$ cat config.mk
export PLATFORM = sky130hd
export DESIGN_NAME = priv_irq_pend
export DESIGN_NICKNAME = d
export VERILOG_FILES = /design/src/rtl/priv_irq_pkg.sv /design/src/rtl/priv_irq_sgi_gate.sv /design/src/rtl/priv_irq_ppi_track.sv /design/src/rtl/priv_irq_hpp_tree.sv /design/src/rtl/priv_irq_pend.sv
export SDC_FILE = /design/constraint.sdc
export NUM_CORES = 1
export LEC_CHECK = 0
export BUFFER_PORTS_ARGS = -buffer_cell sky130_fd_sc_hd__buf_2
export CAP_MARGIN = 20
export CORE_AREA = 3 3 206 208
export CTS_CLUSTER_SIZE = 14
export DETAILED_ROUTE_END_ITERATION = 10
export DIE_AREA = 0 0 209 211
export PLACE_DENSITY = 0.6
export SYNTH_ARGS = -nofsm -noshare
export SYNTH_HDL_FRONTEND = slang
export SYNTH_SLANG_ARGS = --single-unit
$ cat constraint.sdc
create_clock -name clk_i -period 11.4 [get_ports clk_i]
set_input_delay 0.57 -clock clk_i [delete_from_list [all_inputs] [get_ports clk_i]]
set_output_delay 0.57 -clock clk_i [all_outputs]
set_load 0.02 [all_outputs]
$ cat src/rtl/priv_irq_pkg.sv
package priv_irq_pkg;
  typedef enum logic [1:0] {
    GRP_G0   = 2'd0,
    GRP_G1S  = 2'd1,
    GRP_G1NS = 2'd2,
    GRP_NONE = 2'd3
  } grp_e;

  function automatic grp_e cfg_group(input logic grp, input logic mod, input logic sec_dis);
    if (grp) return GRP_G1NS;
    if (mod && !sec_dis) return GRP_G1S;
    return GRP_G0;
  endfunction
endpackage

$ cat src/rtl/priv_irq_sgi_gate.sv
module priv_irq_sgi_gate
  import priv_irq_pkg::*;
#(
  parameter int NUM_SGI = 16,
  parameter int SGI_W   = $clog2(NUM_SGI)
) (
  input  logic                 req_i,
  input  logic [SGI_W-1:0]     id_i,
  input  logic [1:0]           grp_i,
  input  logic                 ns_i,
  input  logic                 sec_dis_i,
  input  logic [NUM_SGI-1:0]   group_i,
  input  logic [NUM_SGI-1:0]   grpmod_i,
  input  logic [2*NUM_SGI-1:0] nsacc_i,
  output logic                 accept_o,
  output logic [NUM_SGI-1:0]   set_o
);
  grp_e       cfg_grp;
  grp_e       req_grp;
  logic [1:0] field;
  logic       ns_ok;

  always_comb begin
    cfg_grp = cfg_group(group_i[id_i], grpmod_i[id_i], sec_dis_i);
    req_grp = grp_e'(grp_i);
    // secure group 1 request downgrades onto a group 0 target
    if (req_grp == GRP_G1S && cfg_grp == GRP_G0) req_grp = GRP_G0;
    field = nsacc_i[{id_i, 1'b0} +: 2];
    ns_ok = 1'b1;
    if (ns_i && !sec_dis_i) begin
      if (cfg_grp == GRP_G0 && field < 2'd1) ns_ok = 1'b0;
      if (cfg_grp == GRP_G1S && field < 2'd2) ns_ok = 1'b0;
    end
    accept_o = req_i && (req_grp == cfg_grp) && ns_ok;
    set_o    = accept_o ? (NUM_SGI'(1) << id_i) : '0;
  end
endmodule

$ cat src/rtl/priv_irq_ppi_track.sv
module priv_irq_ppi_track #(
  parameter int NUM_PPI = 16
) (
  input  logic               clk_i,
  input  logic               rst_ni,
  input  logic [NUM_PPI-1:0] line_i,
  input  logic [NUM_PPI-1:0] edge_cfg_i,
  input  logic [NUM_PPI-1:0] clr_i,
  output logic [NUM_PPI-1:0] level_o,
  output logic [NUM_PPI-1:0] latch_o
);
  for (genvar k = 0; k < NUM_PPI; k++) begin : g_line
    logic lvl_q;
    logic lat_q;
    logic rise;

    assign rise = line_i[k] && !lvl_q;

    always_ff @(posedge clk_i or negedge rst_ni) begin
      if (!rst_ni) begin
        lvl_q <= 1'b0;
        lat_q <= 1'b0;
      end else begin
        lvl_q <= line_i[k];
        if (rise && edge_cfg_i[k]) lat_q <= 1'b1;
        else if (clr_i[k])         lat_q <= 1'b0;
      end
    end

    assign level_o[k] = lvl_q;
    assign latch_o[k] = lat_q;
  end
endmodule

$ cat src/rtl/priv_irq_hpp_tree.sv
module priv_irq_hpp_tree #(
  parameter int N      = 32,
  parameter int PRIO_W = 8,
  parameter int ID_W   = $clog2(N)
) (
  input  logic [N-1:0]        cand_i,
  input  logic [N*PRIO_W-1:0] prio_i,
  output logic                valid_o,
  output logic [ID_W-1:0]     id_o,
  output logic [PRIO_W-1:0]   prio_o
);
  localparam int LVLS  = $clog2(N);
  localparam int LEAFS = 1 << LVLS;
  localparam int NODES = 2 * LEAFS - 1;

  logic [NODES-1:0] nv;
  logic [PRIO_W-1:0] np [NODES];
  logic [ID_W-1:0]   ni [NODES];

  for (genvar i = 0; i < LEAFS; i++) begin : g_leaf
    if (i < N) begin : g_real
      assign nv[LEAFS-1+i] = cand_i[i];
      assign np[LEAFS-1+i] = prio_i[i*PRIO_W +: PRIO_W];
      assign ni[LEAFS-1+i] = ID_W'(i);
    end else begin : g_pad
      assign nv[LEAFS-1+i] = 1'b0;
      assign np[LEAFS-1+i] = '1;
      assign ni[LEAFS-1+i] = '0;
    end
  end

  // heap layout: left child always holds the lower IDs
  for (genvar j = 0; j < LEAFS - 1; j++) begin : g_node
    logic take_r;
    assign take_r = nv[2*j+2] && (!nv[2*j+1] || (np[2*j+2] < np[2*j+1]));
    assign nv[j]  = nv[2*j+1] | nv[2*j+2];
    assign np[j]  = take_r ? np[2*j+2] : np[2*j+1];
    assign ni[j]  = take_r ? ni[2*j+2] : ni[2*j+1];
  end

  assign valid_o = nv[0];
  assign prio_o  = nv[0] ? np[0] : '1;
  assign id_o    = nv[0] ? ni[0] : '0;
endmodule

$ cat src/rtl/priv_irq_pend.sv
module priv_irq_pend
  import priv_irq_pkg::*;
#(
  parameter int NUM_SGI = 16,
  parameter int NUM_PPI = 16,
  parameter int PRIO_W  = 8,
  localparam int NUM_IRQ = NUM_SGI + NUM_PPI,
  localparam int SGI_W   = $clog2(NUM_SGI),
  localparam int ID_W    = $clog2(NUM_IRQ)
) (
  input  logic                      clk_i,
  input  logic                      rst_ni,
  input  logic [NUM_PPI-1:0]        ppi_line_i,
  input  logic [NUM_PPI-1:0]        edge_cfg_i,
  input  logic                      sgi_req_i,
  input  logic [SGI_W-1:0]          sgi_id_i,
  input  logic [1:0]                sgi_grp_i,
  input  logic                      sgi_ns_i,
  input  logic                      sec_dis_i,
  input  logic [NUM_SGI-1:0]        sgi_group_i,
  input  logic [NUM_SGI-1:0]        sgi_grpmod_i,
  input  logic [2*NUM_SGI-1:0]      sgi_nsacc_i,
  input  logic [NUM_IRQ-1:0]        pend_clr_i,
  input  logic [NUM_IRQ-1:0]        enable_i,
  input  logic [NUM_IRQ-1:0]        active_i,
  input  logic [NUM_IRQ*PRIO_W-1:0] prio_i,
  output logic [NUM_IRQ-1:0]        pend_latch_o,
  output logic [NUM_IRQ-1:0]        pend_o,
  output logic                      hpp_valid_o,
  output logic [ID_W-1:0]           hpp_id_o,
  output logic [PRIO_W-1:0]         hpp_prio_o
);
  logic [NUM_SGI-1:0] sgi_set;
  logic               sgi_accept;
  logic [NUM_SGI-1:0] sgi_lat_q;
  logic [NUM_PPI-1:0] ppi_lvl;
  logic [NUM_PPI-1:0] ppi_lat;
  logic [NUM_IRQ-1:0] cand;

  priv_irq_sgi_gate #(.NUM_SGI(NUM_SGI), .SGI_W(SGI_W)) u_gate (
    .req_i    (sgi_req_i),
    .id_i     (sgi_id_i),
    .grp_i    (sgi_grp_i),
    .ns_i     (sgi_ns_i),
    .sec_dis_i(sec_dis_i),
    .group_i  (sgi_group_i),
    .grpmod_i (sgi_grpmod_i),
    .nsacc_i  (sgi_nsacc_i),
    .accept_o (sgi_accept),
    .set_o    (sgi_set)
  );

  always_ff @(posedge clk_i or negedge rst_ni) begin
    if (!rst_ni) sgi_lat_q <= '0;
    else         sgi_lat_q <= (sgi_lat_q & ~pend_clr_i[NUM_SGI-1:0]) | sgi_set;
  end

  priv_irq_ppi_track #(.NUM_PPI(NUM_PPI)) u_ppi (
    .clk_i     (clk_i),
    .rst_ni    (rst_ni),
    .line_i    (ppi_line_i),
    .edge_cfg_i(edge_cfg_i),
    .clr_i     (pend_clr_i[NUM_IRQ-1:NUM_SGI]),
    .level_o   (ppi_lvl),
    .latch_o   (ppi_lat)
  );

  assign pend_latch_o = {ppi_lat, sgi_lat_q};
  assign pend_o       = {ppi_lat | (~edge_cfg_i & ppi_lvl), sgi_lat_q};
  assign cand         = pend_o & enable_i & ~active_i;

  priv_irq_hpp_tree #(.N(NUM_IRQ), .PRIO_W(PRIO_W), .ID_W(ID_W)) u_tree (
    .cand_i (cand),
    .prio_i (prio_i),
    .valid_o(hpp_valid_o),
    .id_o   (hpp_id_o),
    .prio_o (hpp_prio_o)
  );
endmodule

; ---- Yosys cells after proc, flatten, opt, wreduce, memory -nomap -nowiden
; Index checks and enable logic that the tools add are counted.
[word_totals]
wordCells = 390
input_bits = 459
latch_bits = 0
register_bits = 48
rom_bits = 0
ram_bits = 0
mem_count = 0
[op_classes]
eq_ne = 3
n_addsub = 0
mux = 112
bitwise = 40
order_cmp = 34
n_reduce_logical = 166
div = 0
shift = 2
n_mul = 0
[op_table]
columns = cell, count
row1 = $mux W8, 32
row2 = $lt A8 B8 Y1, 31
row3 = $logic_and A1 B1 Y1, 70
row4 = $and A32 B32 Y32, 2
row5 = $mux W1, 56
row6 = $logic_not A1 Y1, 48
row7 = $and A16 B16 Y16, 2
row8 = $not A16 Y16, 2
row9 = $not A32 Y32, 1
row10 = $or A16 B16 Y16, 2
row11 = $reduce_bool A2 Y1, 16
row12 = $shiftx A32 B6 Y2, 1
row13 = $logic_or A1 B1 Y1, 31
row14 = $or A1 B1 Y1, 31
row15 = $mux W2, 13
row16 = $mux W16, 1
row17 = $shl A1 B4 Y16 const A, 1
row18 = $mux W3, 4
row19 = $mux W5, 2
row20 = $bmux W1 S4, 2
row21 = $mux W4, 2
row22 = $lt A4 B5 Y1 const B, 1
row23 = $eq A2 B1 Y1 const B, 2
row24 = $eq A2 B2 Y1, 1
row25 = 3 further kinds, 3

; ---- Longest topological paths before layout
[logic_depth]
depth_word = 26
ltp_mapped = 52
depth_no_buf = 47

; ---- Hierarchy
; Synthesis repeated with hierarchy kept, for this count alone.
[unflattened]
hier_cells = 1773
area_unflattened_um2 = 13440.4
[modules_own_cells]
columns = module, cells_each, seq_area_each_um2, area_per_inst_um2, instances
row1 = priv_irq_hpp_tree, 1396, 0.0, 9729.3, 1
row2 = priv_irq_pend, 160, 400.4, 1361.3, 1
row3 = priv_irq_ppi_track, 112, 800.8, 1361.3, 1
row4 = priv_irq_sgi_gate, 105, 0.0, 988.4, 1

; ---- Worst setup path before layout
; No wires, ideal clock.
[synth_path]
path_kind = input to output
from = input port prio_i[119]
to = output port hpp_prio_o[1]
required_time_ps = 10830
path_slack_ps = 844
t_arrival_ps = 9986
n_path_buf = 3
stages = 44
path_cell_list = inv_1 -> ha_1 -> nand2_1 -> nor3_1 -> a21oi_1 -> o21ai_1 -> mux2i_1 -> inv_1 -> ha_1 -> a21o_1 -> a21o_1 -> a211oi_1 -> o211ai_1 -> a21oi_1 -> mux2i_1 -> ha_1 -> a21o_1 -> a21o_1 -> [8 not listed] -> a21o_1 -> a21o_1 -> a21o_1 -> nor3_1 -> a41o_1 -> nand2_1 -> buf_2 -> o21ai_0 -> ha_1 -> a21o_1 -> a21o_1 -> a21oi_1 -> nand2_1 -> nor2_1 -> o21ai_0 -> or3_1 -> buf_6 -> a32oi_1
[synth_via]
elab_chain_cells = 21
[synth_lines]
columns = element, line
row1 = "start, declared", priv_irq_pend.sv:26  ; input logic [NUM_IRQ*PRIO_W-1:0] prio_i,
row2 = $lt A8 B8 Y1, priv_irq_hpp_tree.sv:35  ; assign take_r = nv[2*j+2] && (!nv[2*j+1] || (np[2*j+2] < np[2*j+1]));
row3 = $logic_or A1 B1 Y1, priv_irq_hpp_tree.sv:35
row4 = $logic_and A1 B1 Y1, priv_irq_hpp_tree.sv:35
row5 = $mux W8 (*), priv_irq_hpp_tree.sv:37  ; assign np[j] = take_r ? np[2*j+2] : np[2*j+1];
row6 = $lt A8 B8 Y1, priv_irq_hpp_tree.sv:35
row7 = $logic_or A1 B1 Y1, priv_irq_hpp_tree.sv:35
row8 = $logic_and A1 B1 Y1, priv_irq_hpp_tree.sv:35
row9 = $mux W8 (*), priv_irq_hpp_tree.sv:37
row10 = [5 not listed], n/a
row11 = $logic_or A1 B1 Y1, priv_irq_hpp_tree.sv:35
row12 = $logic_and A1 B1 Y1, priv_irq_hpp_tree.sv:35
row13 = $mux W8 (*), priv_irq_hpp_tree.sv:37
row14 = $lt A8 B8 Y1, priv_irq_hpp_tree.sv:35
row15 = $logic_or A1 B1 Y1, priv_irq_hpp_tree.sv:35
row16 = $logic_and A1 B1 Y1, priv_irq_hpp_tree.sv:35
row17 = $mux W8 (*), priv_irq_hpp_tree.sv:37
row18 = $mux W8 (*), priv_irq_hpp_tree.sv:42  ; assign prio_o = nv[0] ? np[0] : '1;
row19 = "end, declared", priv_irq_pend.sv:31  ; output logic [PRIO_W-1:0] hpp_prio_o
; Every way passes the cells marked *; elsewhere a longest branch is shown, timed or not.

; ---- Worst setup path after layout
[layout_path]
from = input port prio_i[66]
to = output port hpp_prio_o[3]
; The elaborated chain is that of the path after synthesis.

==> results.yml <==
place:
  placed_cell_area_sq_um: 16030
  hpwl_mm: 46.30
  dp_slack_ns: -0.09788
  dp_cells: 2721
  place.gp.congestion: 0.9707
  portBuffers: 536
critical_path:
  path_class: "input pin to primary output"
  cpMaxStageDelayCell: "a221o_2"
  required_ns: 10.83
  cp_num_buf_inv: 5
  cp_top_family: "compound AO/OA/AOI/OAI gates"
  critPathMaxFanout: 9
  critPathCaptureType: "primary output"
  worstSetupStartpointType: "input pin"
  worstSetupStartpoint: "prio_i[66]"
  max_stage_delay_ns: 0.48
  arrival_ns: 10.21
  crit_top_cell: "a21o_1"
  worstReg2RegStart: "sgi_lat_q[9]"
drt:
  dr.max_layer_used: "met5"
  vias_per_cell: 5.316
  dr_total_vias: 14590
  first_iter_violations: 730
  wire_per_inst_microns: 18.99
  first_pass_iters: 6
  final_antenna_net_count: 0
  drc: 0
  wl_met2_mm: 25.29
  wl_met3_mm: 3.438
  m1WireLength_mm: 22.49
  routed_wl_mm: 52.12
logic_synthesis:
  synthMuxAreaShare_pct: 16.77
  synth-async-reset-ratio_pct: 100.0
  synth_edf_count: 0
  yosys.area_share.adder_pct: 19.43
  synth_flop_cell: "dfrtp_1"
  synth_top_family_by_area: "compound AO/OA/AOI/OAI gates"
  synth_xor_area_share_pct: 0
  syn_inst: 1689
  yosysUniqueCellTypes: 96
  yosys.area_share.simple_pct: 17.87
  synth_seq_cells: 48
  synth_area_per_cell_sq_um: 7.612
  syn_area_sq_um: 12860
  synth_warnings: 0
  synth-compound-area-share_pct: 26.52
  synth_seq_area_share_pct: 9.343
  syn-num-nets: 2346
clock_network:
  clock_sinks: 48
  cts_hold_buffers: 0
  clk_pin_slew_worst_paths_ns: 0.08
  cts_max_level: 2
  clock_path_buffers: 2
  clockRootBuffer: "clkbuf_16"
  clock_latency_ns: 0.32
  cts_buffers: 5
  cts_tree: "done"
hold_path:
  hp-class: "input pin to register"
  hold_start: "ppi_line_i[6]"
timing:
  drv_slew: 0
  max_clock_freq_ghz: 0.09274
  holdWs_ns: 0.3553
  tightest_slew_ns: 0.9904
  finClkSkew_ns: 0.0007284
  relSlewSlack_pct: 33.36
  setup_ws_ns: 0.6176
  hold_violations: 0
  fin_crit_sh_pct: 94.58
  fin_setup_tns_ns: 0
  finalSetupViolCount: 0
  fin_crit_ns: 10.78
die:
  fp.dieH_microns: 211
  start_util_pct: 31.56
  dieArea_sq_um: 44100
  num_io_pins: 537
  rows: 74
  chipWidth_microns: 209
  coreArea_sq_um: 40740
global_routing:
  grt_start_max_net_pins: 49
  grt_use_total_pct: 22.32
  antenna_found_initial: 6
  grt_pass1_vias: 14190
  grt_pass1_wl_mm: 78.46
  grt_overflow_total: 0
finish:
  fin_util_pct: 40.40
  multi_input_area_sq_um: 10540
  fin_nets: 2863
  instances_no_fill: 2744
  drive_gt1_share_pct: 33.03
  syn_to_final_growth_pct: 28.02
  fin_area_sq_um: 16460
  seqCellArea_sq_um: 1201
  fillers: 4263
pwr:
  leakagePower_nw: 9.070
  ir_drop_mv: 0.06580
  finalPower_mw: 1.180
  power_density_nw_per_um2: 71.72
run:
  drv_cap: 0
outcome:
  outcome: "complete, no violations"
==> cell usage after synthesis, drive strengths merged (22+ instances only) <==
library cell  count  area (sq um)
a21oi           124         646.9
dfrtp            48          1201
buf              41         292.8
a21o             44         330.3
o21ai           118         613.1
o22ai            35         225.2
nand2           118         450.4
nor2            120         462.9
nand2b           28         175.2
ha              198          2477
mux2             43         491.7
mux2i           120          1214
nor2b            29         181.4
nand3            26         130.1
a211oi           29         232.7
o211ai           22         165.2
inv             246         923.4
==> state kept, by name, summed over array words and instances (netlist names) <==
name,cells
u_ppi.g_line.lvl_q,16
u_ppi.g_line.lat_q,16
sgi_lat_q,16
==> cells in the final DEF (no fill, tap or decap), types with 35 or more instances in the layout <==
| cell | Yosys | layout |
|---|---|---|
| nor2_1 | 117 | 117 |
| a21oi_1 | 119 | 117 |
| dfrtp_1 | 48 | 48 |
| buf_4 | 34 | 35 |
| mux2i_1 | 119 | 107 |
| o21ai_0 | 107 | 97 |
| a21o_1 | 44 | 43 |
| nand2_1 | 117 | 116 |
| inv_1 | 246 | 246 |
| buf_2 | 3 | 535 |
| mux2_2 | 41 | 41 |
| ha_1 | 198 | 198 |
==> logic make-up (layout without fill, tap and decap cells) <==
kind of cell / after synthesis / after routing
other: 0 / 5
AO/OA/AOI/OAI: 501 / 501
flip-flops: 48 / 48
buffers and inverters: 308 / 826
AND/OR/NAND/NOR: 449 / 449
adder cells (fa/ha/maj): 200 / 200
multiplexers: 183 / 183
==> worst paths after layout <==
check / depth (start not counted) / slack, ns / end
setup / recovery: 43 / 0.62 / hpp_prio_o[3]
hold / removal: 1 / 0.36 / u_ppi.g_line[6].lvl_q
hold reg to reg: 1 / 0.44 / u_ppi.g_line[4].lat_q
min in group asynchronous: 2 / 0.38 / u_ppi.g_line[3].lvl_q
setup reg to reg: 2 / 10.51 / sgi_lat_q[9]
max in group asynchronous: 2 / 10.52 / sgi_lat_q[4]
==> per-layer routing <==
layer | up-vias | track usage, %
met2 | 459 | 38.83
met4 | 2 | 5.312
met5 | - | 0
met1 | 6881 | 28.48
li1 | 7196 | -
met3 | 48 | 4.530
==> cell type report <==
class	instances	area share, %
Inverter	246	5.610
Tap cell	532	4.044
Multi-Input combinational cell	1333	64.03
Clock buffer	7	0.8667
Timing Repair Buffer	572	18.03
Sequential cell	48	7.298
Clock inverter	1	0.04561
Antenna cell	5	0.07602
==> timing repair <==
item                       4_1_cts  5_1_grt
buffers inserted                 0       10
pin swaps                        0        5
gates cloned                     0        0
resized for setup                2       51
setup endpoints to repair        6       13
==> power by group <==
group          switching [mW]  internal [mW]
logic                   0.478          0.341
clock network          0.0870         0.0882
registers             0.00742          0.179
Power figures use the tool's default switching activity.
